File: src/rtl/errlog_pkg.sv
package errlog_pkg;
  // pending operation codes
  localparam logic [7:0] OP_WRITE = 8'h00;
  localparam logic [7:0] OP_READ  = 8'h01;
  localparam logic [7:0] OP_CLEAR = 8'h02;
  localparam logic [7:0] OP_END   = 8'h03;
  localparam logic [7:0] OP_DUMMY = 8'h0B;
  // command codes
  localparam logic [7:0] CMD_SET_OFF    = 8'h04;
  localparam logic [7:0] CMD_START      = 8'h05;
  localparam logic [7:0] CMD_GET_BUSY   = 8'h06;
  localparam logic [7:0] CMD_GET_STAT   = 8'h07;
  localparam logic [7:0] CMD_SET_ID     = 8'h09;
  localparam logic [7:0] CMD_GET_ATTR   = 8'h0F;
  localparam logic [7:0] CMD_GET_TIMING = 8'h10;
  localparam logic [7:0] START_KEY      = 8'h9C;
  // status codes
  localparam logic [7:0] ST_OK        = 8'h00;
  localparam logic [7:0] ST_NO_SPACE  = 8'h01;
  localparam logic [7:0] ST_HW_ABSENT = 8'h02;
  localparam logic [7:0] ST_FAILED    = 8'h03;
  localparam logic [7:0] ST_EMPTY     = 8'h04;
  localparam logic [7:0] ST_NOT_FOUND = 8'h05;

  typedef struct packed {
    logic latch_op;
    logic set_off;
    logic start;
    logic get_busy;
    logic get_stat;
    logic set_id;
    logic get_zero;
    logic get_timing;
  } cmd_t;
endpackage

File: src/rtl/errlog_word_merge.sv
module errlog_word_merge #(
  parameter int DW = 64
) (
  input  logic [DW-1:0] cur_i,
  input  logic [DW-1:0] wdata_i,
  input  logic          wide_i,
  input  logic          hi_i,
  output logic [DW-1:0] merged_o,
  output logic [DW-1:0] rd_lane_o
);
  localparam int HW = DW / 2;

  always_comb begin
    if (wide_i)    merged_o = wdata_i;
    else if (hi_i) merged_o = {wdata_i[HW-1:0], cur_i[HW-1:0]};
    else           merged_o = {cur_i[DW-1:HW], wdata_i[HW-1:0]};
  end

  always_comb begin
    if (wide_i)    rd_lane_o = cur_i;
    else if (hi_i) rd_lane_o = {{HW{1'b0}}, cur_i[DW-1:HW]};
    else           rd_lane_o = {{HW{1'b0}}, cur_i[HW-1:0]};
  end
endmodule

File: src/rtl/errlog_cmd_dec.sv
module errlog_cmd_dec
  import errlog_pkg::*;
#(
  parameter int DW = 64
) (
  input  logic          wr_i,
  input  logic [DW-1:0] code_i,
  output cmd_t          cmd_o
);
  logic upper_zero;
  assign upper_zero = (code_i[DW-1:8] == '0);

  always_comb begin
    cmd_o = '0;
    if (wr_i && upper_zero) begin
      case (code_i[7:0])
        OP_WRITE, OP_READ, OP_CLEAR, OP_END, OP_DUMMY: cmd_o.latch_op = 1'b1;
        CMD_SET_OFF:    cmd_o.set_off    = 1'b1;
        CMD_START:      cmd_o.start      = 1'b1;
        CMD_GET_BUSY:   cmd_o.get_busy   = 1'b1;
        CMD_GET_STAT:   cmd_o.get_stat   = 1'b1;
        CMD_SET_ID:     cmd_o.set_id     = 1'b1;
        CMD_GET_ATTR:   cmd_o.get_zero   = 1'b1;
        CMD_GET_TIMING: cmd_o.get_timing = 1'b1;
        default:        cmd_o = '0;
      endcase
    end
  end
endmodule

File: src/rtl/errlog_exec_ctrl.sv
module errlog_exec_ctrl
  import errlog_pkg::*;
(
  input  logic       clk_i,
  input  logic       rst_ni,
  input  logic       go_i,
  input  logic [7:0] op_i,
  input  logic       done_i,
  input  logic [7:0] eng_status_i,
  output logic       start_o,
  output logic       busy_o,
  output logic [7:0] status_o
);
  logic       start_q, busy_q;
  logic [7:0] status_q;

  always_ff @(posedge clk_i or negedge rst_ni) begin
    if (!rst_ni) begin
      start_q  <= 1'b0;
      busy_q   <= 1'b0;
      status_q <= ST_OK;
    end else begin
      start_q <= 1'b0;
      if (busy_q) begin
        if (done_i) begin
          busy_q   <= 1'b0;
          status_q <= eng_status_i;
        end
      end else if (go_i) begin
        case (op_i)
          OP_WRITE, OP_READ, OP_CLEAR: begin
            start_q <= 1'b1;
            busy_q  <= 1'b1;
          end
          OP_END, OP_DUMMY: status_q <= ST_OK;
          default:          status_q <= ST_FAILED;
        endcase
      end
    end
  end

  assign start_o  = start_q;
  assign busy_o   = busy_q;
  assign status_o = status_q;
endmodule

File: src/rtl/errlog_cmd_if.sv
module errlog_cmd_if
  import errlog_pkg::*;
#(
  parameter int AW       = 8,
  parameter int DW       = 64,
  parameter int OFF_W    = 32,
  parameter int TIME_MAX = 100,
  parameter int TIME_NOM = 10
) (
  input  logic             clk_i,
  input  logic             rst_ni,
  input  logic             req_valid_i,
  input  logic             req_write_i,
  input  logic             req_wide_i,
  input  logic [AW-1:0]    req_addr_i,
  input  logic [DW-1:0]    req_wdata_i,
  output logic [DW-1:0]    rd_data_o,
  output logic             eng_start_o,
  output logic [7:0]       eng_op_o,
  output logic [OFF_W-1:0] eng_rec_off_o,
  output logic [DW-1:0]    eng_rec_id_o,
  input  logic             eng_done_i,
  input  logic [7:0]       eng_status_i,
  output logic             busy_o
);
  localparam int HW = DW / 2;
  localparam int NREG = 2;
  localparam logic [DW-1:0] TIMING_WORD = {HW'(TIME_MAX), HW'(TIME_NOM)};

  logic in_win, sel_cmd, sel_val, hi, wr;
  logic [DW-1:0] cmd_q, val_q, id_q;
  logic [OFF_W-1:0] off_q;
  logic [7:0] op_q, status_w;
  logic busy_w, start_w, go_w;
  logic [DW-1:0] code_w;
  cmd_t cmd_w;
  logic [DW-1:0] cur_w [NREG];
  logic [DW-1:0] merged_w [NREG];
  logic [DW-1:0] lane_w [NREG];

  // window decode: 16 aligned bytes, 64-bit accesses on 8-byte boundaries only
  assign in_win  = (req_addr_i[AW-1:4] == '0) && (req_addr_i[1:0] == 2'b00)
                   && !(req_wide_i && req_addr_i[2]);
  assign sel_cmd = in_win && !req_addr_i[3];
  assign sel_val = in_win &&  req_addr_i[3];
  assign hi      = req_addr_i[2];
  assign wr      = req_valid_i && req_write_i;

  assign cur_w[0] = cmd_q;
  assign cur_w[1] = val_q;

  for (genvar g = 0; g < NREG; g++) begin : g_reg
    errlog_word_merge #(.DW(DW)) u_merge (
      .cur_i    (cur_w[g]),
      .wdata_i  (req_wdata_i),
      .wide_i   (req_wide_i),
      .hi_i     (hi),
      .merged_o (merged_w[g]),
      .rd_lane_o(lane_w[g])
    );
  end

  assign code_w = req_wide_i ? req_wdata_i : {{HW{1'b0}}, req_wdata_i[HW-1:0]};

  errlog_cmd_dec #(.DW(DW)) u_dec (
    .wr_i  (wr && sel_cmd && !hi),
    .code_i(code_w),
    .cmd_o (cmd_w)
  );

  assign go_w = cmd_w.start && (val_q[7:0] == START_KEY) && !busy_w;

  errlog_exec_ctrl u_exec (
    .clk_i       (clk_i),
    .rst_ni      (rst_ni),
    .go_i        (go_w),
    .op_i        (op_q),
    .done_i      (eng_done_i),
    .eng_status_i(eng_status_i),
    .start_o     (start_w),
    .busy_o      (busy_w),
    .status_o    (status_w)
  );

  always_ff @(posedge clk_i or negedge rst_ni) begin
    if (!rst_ni) begin
      cmd_q <= '0;
      val_q <= '0;
      op_q  <= OP_WRITE;
      off_q <= '0;
      id_q  <= '0;
    end else begin
      if (wr && sel_cmd) cmd_q <= merged_w[0];
      if (wr && sel_val)          val_q <= merged_w[1];
      else if (cmd_w.get_busy)    val_q <= {{(DW-1){1'b0}}, busy_w};
      else if (cmd_w.get_stat)    val_q <= {{(DW-8){1'b0}}, status_w};
      else if (cmd_w.get_zero)    val_q <= '0;
      else if (cmd_w.get_timing)  val_q <= TIMING_WORD;
      if (!busy_w) begin
        if (cmd_w.latch_op) op_q  <= code_w[7:0];
        if (cmd_w.set_off)  off_q <= val_q[OFF_W-1:0];
        if (cmd_w.set_id)   id_q  <= val_q;
      end
    end
  end

  assign rd_data_o     = (req_valid_i && !req_write_i && in_win) ? lane_w[req_addr_i[3]] : '0;
  assign eng_start_o   = start_w;
  assign eng_op_o      = op_q;
  assign eng_rec_off_o = off_q;
  assign eng_rec_id_o  = id_q;
  assign busy_o        = busy_w;
endmodule

File: config.mk
export PLATFORM = sky130hd
export DESIGN_NAME = errlog_cmd_if
export DESIGN_NICKNAME = d
export VERILOG_FILES = /design/src/rtl/errlog_pkg.sv /design/src/rtl/errlog_word_merge.sv /design/src/rtl/errlog_cmd_dec.sv /design/src/rtl/errlog_exec_ctrl.sv /design/src/rtl/errlog_cmd_if.sv
export SDC_FILE = /design/constraint.sdc
export NUM_CORES = 1
export LEC_CHECK = 0
export BUFFER_PORTS_ARGS = -buffer_cell sky130_fd_sc_hd__buf_4
export CAP_MARGIN = 5
export CORE_ASPECT_RATIO = 1.1
export CORE_UTILIZATION = 23
export CTS_BUF_LIST = sky130_fd_sc_hd__clkbuf_4
export DETAILED_ROUTE_END_ITERATION = 10
export PLACE_DENSITY = 0.53
export SLEW_MARGIN = 5
export SYNTH_ARGS = -nofsm -noshare
export SYNTH_HDL_FRONTEND = slang
export SYNTH_SLANG_ARGS = --single-unit
File: constraint.sdc
create_clock -name clk_i -period 2.9 [get_ports clk_i]
set_clock_uncertainty 0.2 [all_clocks]
set_input_delay 0.435 -clock clk_i [delete_from_list [all_inputs] [get_ports clk_i]]
set_output_delay 0.435 -clock clk_i [all_outputs]
set_load 0.01 [all_outputs]
==> summary.txt <==
Run status
  • Status: completed

Timing
  • RSZ-0062 raised after global routing: no
  • Relative slew slack: 36.4%
  • Final setup viols: 0
  • Max Clk Rate: 366 MHz
  • Tcrit/Tclk final: 94.2%
  • Fin crit period: 2.73 ns
  • Endpoints failing hold: 0
  • Slew Limit Fails: 0
  • Worst slew pin tran: 0.954 ns

Cells and area
  • Layout Utilization: 33.9%
  • Area grow syn2layout: 44.4%
  • Area occupied by multi-input gates: 0.00504 sq mm
  • Share of cells above drive strength 1: 44.6%
  • Post-Layout Cell Count: 2,015
  • # nets final: 1,416
  • Register area: 0.00606 sq mm
  • Fillers: 4,851

Critical path
  • Worst setup EP type: output pin
  • Setup crit start: val_q[1]
  • Worst r2r src: eng_op_o[5]
  • Worst Reg-to-Reg Cells: 6
  • Worst Setup Start Kind: flop
  • Maximum fanout along the worst path: 5
  • Reg2reg end: u_exec.status_o[5]
  • Critical path data arrival time: 2.10 ns
  • R2r setup slk: 0.30 ns
  • Critical path class: reg2out
  • Data required, critical path: 2.27 ns

Clock tree
  • Root Buffer: clkbuf_4
  • CTS tree: built
  • Clk buf depth: 3
  • CTS Sinks: 242
  • Reg clk slew, reported paths: 0.06 ns
  • Num CTS Buffers: 69
  • Worst-Skew Late Latency: 0.78 ns
  • Htree depth: 3
  • Post-CTS setup buffers: 0

Synth
  • Largest family of logic cells by synthesized area: multiplexers
  • Distinct cells, synth: 48
  • Synth Area in Compound Gates: 11.0%
  • Commonest cells in the netlist: dfrtp_1 (242), mux2_2 (127), nor2_1 (69)
  • Post-Synth Simple-Gate Area: 9.88%
  • Post-synthesis adder-cell area fraction: 0%
  • Register area share after synthesis: 53.5%
  • Area share of xor/xnor cells in the synthesized design: 0%
  • Synth area leader: dfrtp_1
  • Post-Syn Instances: 907
  • Number of synthesized flops with an enable pin: 0
  • Multiplexer share of the synthesized area: 22.9%
  • Synth Cell Area: 0.0113 sq mm
  • Top-area cell type share of the netlist area: 53.5%
  • FF+latch count, synth: 242
  • Net Count, Synth: 993
  • Top cells by area, synth: dfrtp_1 (53%), mux2_2 (13%), mux4_2 (6.4%), mux2i_1 (2.8%), a22o_1 (2.5%)
  • Top-count cell post-synth: dfrtp_1
  • FFs w/ async S/R, synth: 100%
  • Synth warnings: 0
  • Main synth FF type: dfrtp_1
  • Post-Syn Area per Cell: 12.5 sq um

Floorplan
  • Row cnt: 84
  • Die Area: 0.0501 sq mm
  • Die Y: 235 um
  • Die X-Extent: 214 um
  • Io pins: 256
  • Core area: 0.0482 sq mm
  • Starting Density: 23.5%

Global route
  • GRT overflow: 0
  • Largest net degree at the start of global routing: 94
  • GR Util All Layers: 17.0%
  • First-pass GRT wire length: 62,800 um
  • Vias in the first global route: 10,003
  • Initial antenna violation count: 2

Placed design
  • HPWL Detailed: 29,900 um
  • Number of buffers added on ports: 255
  • Placed cells: 1,820
  • GP Congestion: 0.809

Power and ir drop
  • Pwr dens: 442 mW/mm^2
  • Leakage: 7.87 nW
  • VDD IR max: 161 uV

Route
  • Pre-Repair DR Iteration Count: 5
  • Vias: 9,492
  • Vias/cell: 4.71
  • DR WL/cell: 20.8 um
  • Remaining antenna violation count: 0
  • DRC Markers: 0
  • Final wirelength: 42,000 um
  • Drt first-iter violations: 469

Worst hold path
  • Worst Hold Class: in2async

Run
  • Max Cap Violations: 0
-- routing by layer --
metal / vias up / GRT usage, % / share of wire (%)
met2: 369 / 26.7 / 47
met5: - / 0 / 0
met4: 0 / 6.88 / 2.8
li1: 4301 / - / -
met3: 73 / 3.90 / 6.7
met1: 4749 / 22.4 / 43
-- final cells by class --
cell class | count | area share [%]
inverters | 13 | 0.298
diodes | 1 | 0.0153
multi-input cells | 586 | 30.8
repair buffers | 418 | 22.0
flip-flops and latches | 242 | 37.0
well taps | 645 | 4.93
clock buffers | 91 | 4.18
clock inverters | 19 | 0.772
-- per-stage QoR --
| stage | instance area, sq um | TNS [ns] | hold WS (ns) | worst slack (ns) | power (mW) |
|---|---|---|---|---|---|
| 2_1_floorplan | 11300 | 0 | -0.0606 | 0.0717 | 3.76 |
| 3_3_place_gp | 14700 | -15.77 | 0.0791 | -0.172 | 4.10 |
| 3_5_place_dp | 14700 | -13.81 | 0.0803 | -0.159 | 4.11 |
| 4_1_cts | 16400 | 0 | 0.00313 | 0.0443 | 7.38 |
| 5_1_grt | 16400 | 0 | 0.0556 | 0.0457 | 7.60 |
| 6_report | 16400 | 0 | 0.0818 | 0.168 | 7.23 |
-- power breakdown --
part           internal [mW]  total [mW]  switching [mW]
logic                  0.317       0.634           0.317
clock network           1.62        3.10            1.48
registers               3.44        3.50          0.0619
total                   5.37        7.23            1.86
-- timing repair --
| action | in CTS | in global routing |
|---|---|---|
| hold buffers | 84 | 0 |
| hold endpoints to repair | 382 | 0 |
| resized for setup | 0 | 1 |
| endpoints found under the setup margin | 0 | 1 |
-- registers in the layout, summed over array words and instances, names as in the netlist --
signal,flops
u_exec.busy_o,1
u_exec.status_o,8
eng_rec_off_o,32
u_exec.start_o,1
cmd_q,64
eng_rec_id_o,64
eng_op_o,8
val_q,64
-- logic make-up after synthesis --
group / Yosys count
flip-flops: 242
AND/OR/NAND/NOR: 214
multiplexers: 202
AO/OA/AOI/OAI: 170
buffers and inverters: 79
-- critical path, cell delays in order, from the launching register on --
cell and delay [ns]:
dfrtp_1 0.49, mux4_2 0.50, nor2b_1 0.19, buf_4 0.16
-- placed cells by master (no fill, tap or decap), types with 3 or more instances in the layout --
master         netlist  final
nor2_4               0      3
nand3_1              9      7
and4_1               4      4
a221o_1              3      3
nor4b_1              4      4
a2bb2oi_1            5      5
buf_12               0     19
o31ai_1              6      6
buf_4                0    314
nor4_1              18     17
mux2_1              11     11
o21ai_0             28     28
nand2_1             39     39
o22ai_1             14     14
a22o_1              32     32
nor4_2               2      3
a221oi_1             3      3
a211oi_1            17     17
nand2b_1             3      3
mux2i_1             32     32
mux4_2              32     32
a31oi_1              6      6
mux2_2             127    127
clkinv_1             0     13
dfrtp_1            242    242
o2bb2ai_1            9      9
nand4_1             10     10
and2_1               7      7
a22oi_1             33     33
dlygate4sd3_1        0     84
nor2_1              69     65
nor2b_1             33     32
inv_1               13     13
nor3_1               4      4
clkbuf_4             0     91
a31o_2               3      3
-- worst max-delay path by stage --
| stage | to | slack (ns) | cells past startpoint |
|---|---|---|---|
| floorplan | eng_rec_id_o[13] | 0.07 | 6 |
| global placement | eng_rec_id_o[56] | -0.17 | 9 |
| detailed placement | eng_rec_id_o[31] | -0.16 | 8 |
| CTS | u_exec.status_o[5] | 0.04 | 6 |
| global route | eng_rec_id_o[13] | 0.05 | 10 |
| finish | rd_data_o[1] | 0.17 | 3 |
(Power assumes the default switching activity.)
